`config.mk`:
```
export PLATFORM = sky130hd
export DESIGN_NAME = gpx_ctrl
export DESIGN_NICKNAME = d
export VERILOG_FILES = /design/src/rtl/gpx_pkg.sv /design/src/rtl/gpx_sync.sv /design/src/rtl/gpx_regs.sv /design/src/rtl/gpx_pin.sv /design/src/rtl/gpx_ctrl.sv
export SDC_FILE = /design/constraint.sdc
export NUM_CORES = 1
export LEC_CHECK = 0
export BUFFER_PORTS_ARGS = -buffer_cell sky130_fd_sc_hd__clkbuf_2
export CORE_UTILIZATION = 40
export CTS_CLUSTER_SIZE = 10
export DETAILED_ROUTE_END_ITERATION = 6
export GPL_ROUTABILITY_DRIVEN = 0
export MAX_ROUTING_LAYER = met4
export PLACE_DENSITY = 0.74
export SYNTH_ARGS = -nofsm -noshare
export SYNTH_HDL_FRONTEND = slang
export SYNTH_SLANG_ARGS = --single-unit
```
`constraint.sdc`:
```
create_clock -name clk -period 1.2 [get_ports clk]
set_input_delay 0.24 -clock clk [delete_from_list [all_inputs] [get_ports clk]]
set_output_delay 0.24 -clock clk [all_outputs]
set_load 0.02 [all_outputs]
```
`src/rtl/gpx_pkg.sv`:
```
package gpx_pkg;
  localparam int unsigned GPX_NREG = 5;
  localparam int unsigned GPX_AW   = 3;

  typedef enum logic [GPX_AW-1:0] {
    GPX_A_DIR = 3'd0,
    GPX_A_LVL = 3'd1,
    GPX_A_OFF = 3'd2,
    GPX_A_INV = 3'd3,
    GPX_A_IEN = 3'd4,
    GPX_A_PIN = 3'd5
  } gpx_addr_e;
endpackage

```
`src/rtl/gpx_sync.sv`:
```
module gpx_sync #(
  parameter int unsigned W      = 8,
  parameter int unsigned STAGES = 2
) (
  input  logic         clk,
  input  logic         rst_n,
  input  logic [W-1:0] d,
  output logic [W-1:0] q
);
  logic [W-1:0] chain [STAGES];

  for (genvar s = 0; s < STAGES; s++) begin : g_stage
    always_ff @(posedge clk or negedge rst_n) begin
      if (!rst_n) chain[s] <= '0;
      else if (s == 0) chain[s] <= d;
      else chain[s] <= chain[(s == 0) ? 0 : s-1];
    end
  end

  assign q = chain[STAGES-1];
endmodule

```
`src/rtl/gpx_regs.sv`:
```
module gpx_regs
  import gpx_pkg::*;
#(
  parameter int unsigned PINS = 8
) (
  input  logic              clk,
  input  logic              rst_n,
  input  logic              wr_en,
  input  logic [GPX_AW-1:0] addr,
  input  logic [PINS-1:0]   wdata,
  output logic [PINS-1:0]   dir,
  output logic [PINS-1:0]   lvl,
  output logic [PINS-1:0]   off,
  output logic [PINS-1:0]   inv,
  output logic [PINS-1:0]   ien
);
  logic [PINS-1:0] bank [GPX_NREG];

  for (genvar r = 0; r < GPX_NREG; r++) begin : g_reg
    always_ff @(posedge clk or negedge rst_n) begin
      if (!rst_n) bank[r] <= '0;
      else if (wr_en && (addr == GPX_AW'(r))) bank[r] <= wdata;
    end
  end

  assign dir = bank[GPX_A_DIR];
  assign lvl = bank[GPX_A_LVL];
  assign off = bank[GPX_A_OFF];
  assign inv = bank[GPX_A_INV];
  assign ien = bank[GPX_A_IEN];
endmodule

```
`src/rtl/gpx_pin.sv`:
```
module gpx_pin #(
  parameter bit TMR_CAP = 1'b0
) (
  input  logic dir,
  input  logic lvl,
  input  logic off,
  input  logic inv,
  input  logic ien,
  input  logic pin_s,
  input  logic tmr_sel,
  input  logic tmr_in,
  output logic oe,
  output logic dout,
  output logic status,
  output logic req
);
  logic takeover;

  if (TMR_CAP) begin : g_tmr
    assign takeover = tmr_sel;
  end else begin : g_plain
    assign takeover = 1'b0;
  end

  always_comb begin
    if (takeover) begin
      oe     = 1'b1;
      dout   = tmr_in;
      status = pin_s;
      req    = 1'b0;
    end else begin
      oe     = dir & ~off;
      dout   = lvl;
      status = pin_s ^ inv;
      req    = ~dir & ien & status;
    end
  end
endmodule

```
`src/rtl/gpx_ctrl.sv`:
```
module gpx_ctrl
  import gpx_pkg::*;
#(
  parameter int unsigned PINS    = 8,
  parameter int unsigned SYNC    = 2,
  parameter int unsigned TMR_PIN = 0
) (
  input  logic              clk,
  input  logic              rst_n,
  input  logic              wr_en,
  input  logic [GPX_AW-1:0] addr,
  input  logic [PINS-1:0]   wdata,
  output logic [PINS-1:0]   rdata,
  input  logic [PINS-1:0]   pad_in,
  output logic [PINS-1:0]   pad_oe,
  output logic [PINS-1:0]   pad_do,
  input  logic              tmr_sel,
  input  logic              tmr_in,
  output logic              irq
);
  logic [PINS-1:0] dir, lvl, off, inv, ien;
  logic [PINS-1:0] pin_s, status, req;

  gpx_regs #(.PINS(PINS)) u_regs (
    .clk(clk), .rst_n(rst_n), .wr_en(wr_en), .addr(addr), .wdata(wdata),
    .dir(dir), .lvl(lvl), .off(off), .inv(inv), .ien(ien)
  );

  gpx_sync #(.W(PINS), .STAGES(SYNC)) u_sync (
    .clk(clk), .rst_n(rst_n), .d(pad_in), .q(pin_s)
  );

  for (genvar i = 0; i < PINS; i++) begin : g_pin
    gpx_pin #(.TMR_CAP(i == TMR_PIN)) u_pin (
      .dir(dir[i]), .lvl(lvl[i]), .off(off[i]), .inv(inv[i]), .ien(ien[i]),
      .pin_s(pin_s[i]), .tmr_sel(tmr_sel), .tmr_in(tmr_in),
      .oe(pad_oe[i]), .dout(pad_do[i]), .status(status[i]), .req(req[i])
    );
  end

  assign irq = |req;

  always_comb begin
    unique case (addr)
      GPX_A_DIR: rdata = dir;
      GPX_A_LVL: rdata = lvl;
      GPX_A_OFF: rdata = off;
      GPX_A_INV: rdata = inv;
      GPX_A_IEN: rdata = ien;
      GPX_A_PIN: rdata = status;
      default:   rdata = '0;
    endcase
  end
endmodule

```
==> summary.log, run 1 <==
INFO  logic_synthesis mappedNetlistNets=241
INFO  grt            antenna_found_initial=0
INFO  floorplan      chipWidth=86.01microns
INFO  sta            final_worst_path_period_share=153.7%
INFO  floorplan      io-pin-count=49
INFO  power          power=6.207mW
INFO  sta            final.setup_skew=0.0006622ns
INFO  sta            slew_worst_pin=0.3498ns
INFO  grt            global_route_wire_length_before_repair=10740microns
INFO  power          p_leak=1.879nW
INFO  grt            total_congestion_overflow_after_global_routing=0
INFO  drt            drt-total-wl=6684microns
INFO  hold_path      min-delay-path-class=in -> reg
INFO  finish         multi_input_comb_area=1433squm
INFO  status         violations=setup timing
INFO  worst_setup_path worst_ep_required_time=0.96ns
INFO  logic_synthesis post-synth-top-area-fraction=49.65%
INFO  finish         post_route_cells_drive_above_1_share=64.63%
INFO  finish         syn_to_final_growth=44.33%
INFO  grt            grt_util_all_layers=20.04%
INFO  drt            drc=0
INFO  finish         seq_area=1401squm
INFO  logic_synthesis register_bit_total_from_synthesis=56
INFO  clock_network  cts.clk_slew.worst_paths=0.09ns
INFO  logic_synthesis yosys.cell_types.count=35
INFO  drt            drt-initial-drc-count=47
INFO  sta            timing.final.max_slew_violations=0
INFO  sta            report.final.hold_viol_count=0
INFO  clock_network  clkLatencyLatePin=0.31ns
INFO  grt            grt_pass1_vias=2104
INFO  worst_setup_path worstSetupEndpointType=output port
INFO  placement      dp_worst_setup_slack=-0.3390ns
INFO  sta            grt_setup_unrepaired=true
INFO  sta            clock.fmax=0.5422GHz
INFO  floorplan      initial_utilization=41.55%
INFO  clock_network  cts_tree=done
INFO  logic_synthesis synth.yosys.seq_area_share=49.65%
INFO  drt            routed_wire_length_per_instance=16.42microns
INFO  logic_synthesis synthArstFlopShare=100.0%
INFO  logic_synthesis yosysMostFrequentCell=dfrtp_1
INFO  sta            timing.final.crit_period=1.844ns
INFO  logic_synthesis synth.yosys.warnings=0
INFO  logic_synthesis synth-main-ff-cell=dfrtp_1
INFO  clock_network  cts_max_level=2
INFO  sta            setup_viol=23
INFO  drt            num_vias=1980
INFO  worst_setup_path start_kind=register
INFO  power          peakVddDrop=789.6uV
INFO  placement      io_buffer_count=48
INFO  sta            layout_setup_ws=-0.6443ns
INFO  clock_network  cts_sinks=56
INFO  clock_network  clock_path_buffers=2
INFO  placement      post_dp_cell_area=3543squm
INFO  grt            grtUsageMet2=32.32%
INFO  worst_setup_path critical_path_class=reg -> out
INFO  grt            grt_max_degree=57
INFO  floorplan      fp.dieArea=7397squm
INFO  grt            grtUsageMet3=3.561%
INFO  grt            grt_util_met1=25.09%
INFO  drt            vias_per_cell=4.865
INFO  worst_setup_path flop2flop_setup_slack=0.15ns
INFO  floorplan      row_count=30
INFO  clock_network  cts-root-buf=clkbuf_8
INFO  finish         nets=334
INFO  finish         n_antenna_cell=0
INFO  status         status=finished with violations
INFO  floorplan      core_area=6794squm
INFO  logic_synthesis synth_edf_count=0
INFO  logic_synthesis yosysTopAreaCell=dfrtp_1
INFO  worst_setup_path cp_max_fo=3
INFO  drt            firstDrtPassIters=4
INFO  drt            detail-route-antenna-nets=0
INFO  logic_synthesis synth.top_cells.by_area=dfrtp_1 (50%), mux2_4 (14%), mux2_2 (5.6%), buf_4 (5.1%), xnor2_1 (2.5%)
INFO  grt            busiest_layer=met2
INFO  logic_synthesis synth_area_per_cell=13.01squm
INFO  finish         final.fill_count=533
INFO  logic_synthesis postSynthCellCount=217
INFO  placement      dp.final_hpwl=4743microns
INFO  sta            relative_slew_margins=76.63%
INFO  logic_synthesis synth.top_cells.by_count=dfrtp_1 (56), mux2_4 (27), buf_4 (19), mux2_2 (14), nor2_1 (9)
INFO  clock_network  tritoncts.num_buffers=5
INFO  floorplan      die-height=86.01microns
INFO  sta            fin_worst_hold_slack=0.02780ns
INFO  flow_run       cap_viol_max_count=0
INFO  worst_setup_path critical_path_at=1.60ns
INFO  finish         stdcell_area=4074squm
INFO  power          pwr_density_cell=1524nW/um^2
INFO  logic_synthesis synth.cell_area=2823squm
## state kept, by name, summed over array words and instances (netlist names)
register	cells
u_regs.inv	8
u_regs.dir	8
u_regs.off	8
u_sync.q	8
u_regs.lvl	8
u_sync.chain	8
u_regs.ien	8
## kinds of logic after synthesis
kind of cell	share of synthesized area [%]
buffers and inverters	8.643
xor gates and xnor gates	2.793
muxes	23.76
and+or+nand+nor	9.308
AOI/OAI and AO/OA	5.851
DFF	49.65
## power by group
part	total, mW	switching, mW	internal (mW)	leakage (nW)
Clock	1.06	0.586	0.470	0.0445
Sequential	2.50	0.286	2.21	0.667
Combinational	2.66	1.05	1.61	1.17
## cells in the final DEF (no fill, tap or decap), types with 2 or more instances in the layout
cell	count
nand2_1	6
and3b_1	2
dfrtp_1	56
nor2_1	9
a211oi_2	4
buf_4	48
clkbuf_2	22
mux4_2	3
inv_2	3
xnor2_1	2
mux2i_1	4
xnor2_2	6
mux2_4	30
buf_2	3
clkbuf_8	9
buf_8	12
nor2b_4	5
a21oi_2	4
nand2b_1	2
o21ai_0	4
inv_1	2
nor2b_1	4
buf_6	24
a211oi_1	2
nor4_1	2
mux2_2	11
a21oi_1	3
o22ai_4	4
nor3b_1	5
## layer usage
layer,up-vias,share of wire (%)
met5,-,0
met3,9,3.7
li1,926,-
met2,45,49
met1,1000,45
met4,0,2.1
## final cells by class
cell class | count | area share (%)
Tap cell | 96 | 2.948
Sequential cell | 56 | 34.40
Multi-Input combinational cell | 128 | 35.17
Clock buffer | 7 | 2.119
Timing Repair Buffer | 114 | 24.72
Clock inverter | 1 | 0.1843
Inverter | 5 | 0.4607
## worst max-delay path, cell delays in order (launching register included)
cell and delay (ns):
dfrtp_1 0.43, xnor2_2 0.16, nor3b_1 0.33, nor4_1 0.11, nand3_1 0.09, buf_2 0.17
## through the flow
step	TNS (ns)	cells	util, %
after global routing	-7.561	407	59.96
after floorplan	-0.6207	217	-
after detailed placement	-13.23	390	52.15
after global placement	-12.03	390	52.15
final	-6.373	407	59.96
after CTS	-7.010	405	58.01
## path summary, 6_finish.rpt
kind	from	endpoint	cells past startpoint
max	u_regs.inv[4]	irq	5
min	pad_in[6]	u_sync.chain[14]	1
max reg2reg	u_regs.inv[6]	u_regs.inv[6]	3
min reg2reg	u_sync.chain[14]	u_sync.q[6]	0
max in group asynchronous	rst_n	u_regs.inv[3]	3
min in group asynchronous	rst_n	u_sync.chain[10]	3
## timing repair
action,4_1_cts,5_1_grt
hold buffers,1,0
endpoints found under the hold margin,56,0
buffers inserted,10,5
gates resized for setup,58,50
pin swaps,5,3
endpoints found under the setup margin,25,52
Note: power is estimated with default switching activity, not from simulation.
==> run 2, diff against run 1 <==
- CTS_BUF_LIST: not set -> sky130_fd_sc_hd__clkbuf_8
==> run 2 against run 1 <==
The run still ends with setup timing left. Setup slack did not move. Register-to-register slack barely moved. Core utilization did not move. Maximum frequency did not move. Largest cell class unchanged.
==> summary.log, run 2 (synthesis results as in run 1) <==
INFO  sta            fin_worst_hold_slack=0.02716ns [was 0.02780 ns]
INFO  power          peakVddDrop=790.7uV [was 789.6 uV]
INFO  sta            report.final.hold_viol_count=0 [unchanged]
INFO  finish         final_cell_count_without_fillers=407 [unchanged]
INFO  power          cellInternalPower=4.280mW [was 4.288 mW]
INFO  worst_setup_path worstSetupEndpointType=output port [unchanged]
INFO  clock_network  clkLatencyLatePin=0.31ns [about the same]
INFO  power          seq_power_share=40.3% [was 40.2%]
INFO  placement      io_buffer_count=48 [unchanged]
INFO  floorplan      initial_utilization=41.55% [unchanged]
INFO  drt            drc=0 [unchanged]
INFO  power          p_switching=1.920mW [was 1.919 mW]
INFO  sta            layout_setup_ws=-0.6443ns [unchanged]
INFO  worst_setup_path cp_max_fo=3 [unchanged]
INFO  drt            firstDrtPassIters=4 [unchanged]
INFO  drt            detail-route-antenna-nets=0 [unchanged]
INFO  grt            grt_pass1_vias=2104 [unchanged]
INFO  power          p_leak=1.883nW [was 1.879 nW]
INFO  worst_setup_path critical_path_class=reg -> out [unchanged]
INFO  drt            num_vias=1981 [was 1980]
INFO  flow_run       cap_viol_max_count=0 [unchanged]
INFO  finish         top_library_cells_by_usage_in_the_layout_fill_and_taps_aside=dfrtp_1 (56), buf_4 (48), mux2_4 (30), buf_6 (24), clkbuf_2 (22) [unchanged]
INFO  clock_network  tritoncts.num_buffers=5 [unchanged]
INFO  finish         final_common_cell=dfrtp_1 [unchanged]
INFO  hold_path      min-delay-path-class=in -> reg [unchanged]
INFO  clock_network  cts.clk_slew.worst_paths=0.09ns [about the same]
INFO  worst_setup_path start_kind=register [unchanged]
INFO  grt            total_congestion_overflow_after_global_routing=0 [unchanged]
INFO  status         status=finished with violations [unchanged]
INFO  grt            global_route_wire_length_before_repair=10740microns [unchanged]
INFO  clock_network  cts-root-buf=clkbuf_8 [unchanged]
INFO  placement      dp.final_hpwl=4743microns [unchanged]
INFO  power          sw_frac_of_total=30.97% [was 30.92%]
INFO  finish         n_antenna_cell=0 [unchanged]
INFO  sta            slew_worst_pin=0.3498ns [unchanged]
INFO  worst_setup_path critical_path_at=1.60ns [about the same]
INFO  hold_path      hold_depth=1 [unchanged]
INFO  finish         nets=334 [unchanged]
INFO  sta            final_worst_path_period_share=153.7% [unchanged]
INFO  drt            drt-total-wl=6684microns [unchanged]
INFO  power          pwr-share-comb=42.8% [about the same]
INFO  grt            antenna_found_initial=0 [unchanged]
INFO  grt            grt_util_all_layers=20.04% [unchanged]
INFO  drt            routed_wire_length_per_instance=16.42microns [unchanged]
INFO  sta            grt_setup_unrepaired=true [unchanged]
INFO  worst_setup_path worst_ep_required_time=0.96ns [about the same]
INFO  floorplan      fp.dieArea=7397squm [unchanged]
INFO  floorplan      core_area=6794squm [unchanged]
INFO  floorplan      io-pin-count=49 [unchanged]
INFO  sta            clock.fmax=0.5422GHz [unchanged]
INFO  sta            setup_viol=23 [unchanged]
INFO  sta            final.setup_skew=0.0006622ns [unchanged]
INFO  floorplan      chipWidth=86.01microns [unchanged]
INFO  sta            timing.final.max_slew_violations=0 [unchanged]
INFO  worst_setup_path reg2regPathDepth=3 [unchanged]
INFO  clock_network  clock_path_buffers=2 [unchanged]
INFO  power          clkPwrFrac=16.9% [was 17.0%]
INFO  grt            grt_max_degree=57 [unchanged]
INFO  drt            drt-initial-drc-count=47 [unchanged]
INFO  status         violations=setup timing [unchanged]
INFO  power          pwr_density_cell=1522nW/um^2 [was 1524 nW/um^2]
INFO  finish         post_route_cells_drive_above_1_share=64.63% [unchanged]
INFO  clock_network  cts_max_level=2 [unchanged]
INFO  floorplan      row_count=30 [unchanged]
INFO  sta            relative_slew_margins=76.63% [unchanged]
INFO  finish         syn_to_final_growth=44.33% [unchanged]
INFO  drt            vias_per_cell=4.867 [was 4.865]
INFO  clock_network  cts_tree=done [unchanged]
INFO  floorplan      die-height=86.01microns [unchanged]
INFO  placement      post-place-cells=390 [unchanged]
INFO  clock_network  cts_sinks=56 [unchanged]
INFO  sta            timing.final.crit_period=1.844ns [unchanged]
[run 2: cell types whose count changed in the layout (fill, tap and decap cells not counted), sizes merged]
cell    previous run  this run
clkbuf            32        31
inv                5         6
[run 2: worst paths after layout]
check,start,endpoint,slack [ns]
setup / recovery,u_regs.inv[4],irq,-0.64
hold / removal,pad_in[6],u_sync.chain[14],0.03
setup reg to reg,u_regs.inv[6],u_regs.inv[6],0.15
hold reg to reg,u_sync.chain[14],u_sync.q[6],0.36
max in group asynchronous,rst_n,u_regs.inv[3],0.50
min in group asynchronous,rst_n,u_sync.chain[10],0.46
[run 2: worst max-delay path: stages, from the launching register on]
cell     delay [ns]
dfrtp_1        0.43
xnor2_2        0.16
nor3b_1        0.33
nor4_1         0.11
nand3_1        0.09
buf_2          0.17
[run 2: area by class of cell]
| cell class | instances | area (sq um) |
|---|---|---|
| clock inverters | 2 | 11.26 |
| repair buffers | 114 | 1007 |
| clock buffers | 6 | 82.58 |
| inverters | 5 | 18.77 |
| flip-flops and latches | 56 | 1401 |
| fillers | 533 | 2720 |
| well taps | 96 | 120.1 |
| multi-input cells | 128 | 1433 |
[run 2: layer usage]
layer  vias up  wire, microns  track usage [%]
met5         -              0                -
met4         0            140            7.879
met3         9            246            3.561
met2        45           3290            32.32
met1      1001           3006            25.09
li1        926              -                -
[run 2: power groups by stage]
stage	sequential, mW	combinational, mW	clock, mW
6_report	2.50	2.66	1.05
5_1_grt	2.53	2.82	1.17
4_1_cts	2.47	2.46	1.09
3_5_place_dp	2.48	2.08	0
3_3_place_gp	2.46	2.03	0
2_1_floorplan	2.44	1.41	0
[run 2: timing repair]
item / 4_1_cts / 5_1_grt
resized for setup: 58 / 50
pin swaps: 5 / 3
setup endpoints to repair: 25 / 52
buffers inserted: 10 / 5
hold endpoints to repair: 56 / 0
hold buffers: 1 / 0
[run 2: stage by stage]
step                      TNS [ns]  util, %  setup slack [ns]  power (mW)  area (sq um)
final                       -6.377    59.96           -0.6443       6.200          4074
after global routing        -7.565    59.96           -0.7319       6.517          4074
after CTS                   -7.012    58.01           -0.6370       6.020          3941
after detailed placement    -13.23    52.15           -0.3390       4.558          3543
after global placement      -12.03    52.15           -0.3201       4.492          3543
after floorplan            -0.6207        -           -0.1169       3.845          2999
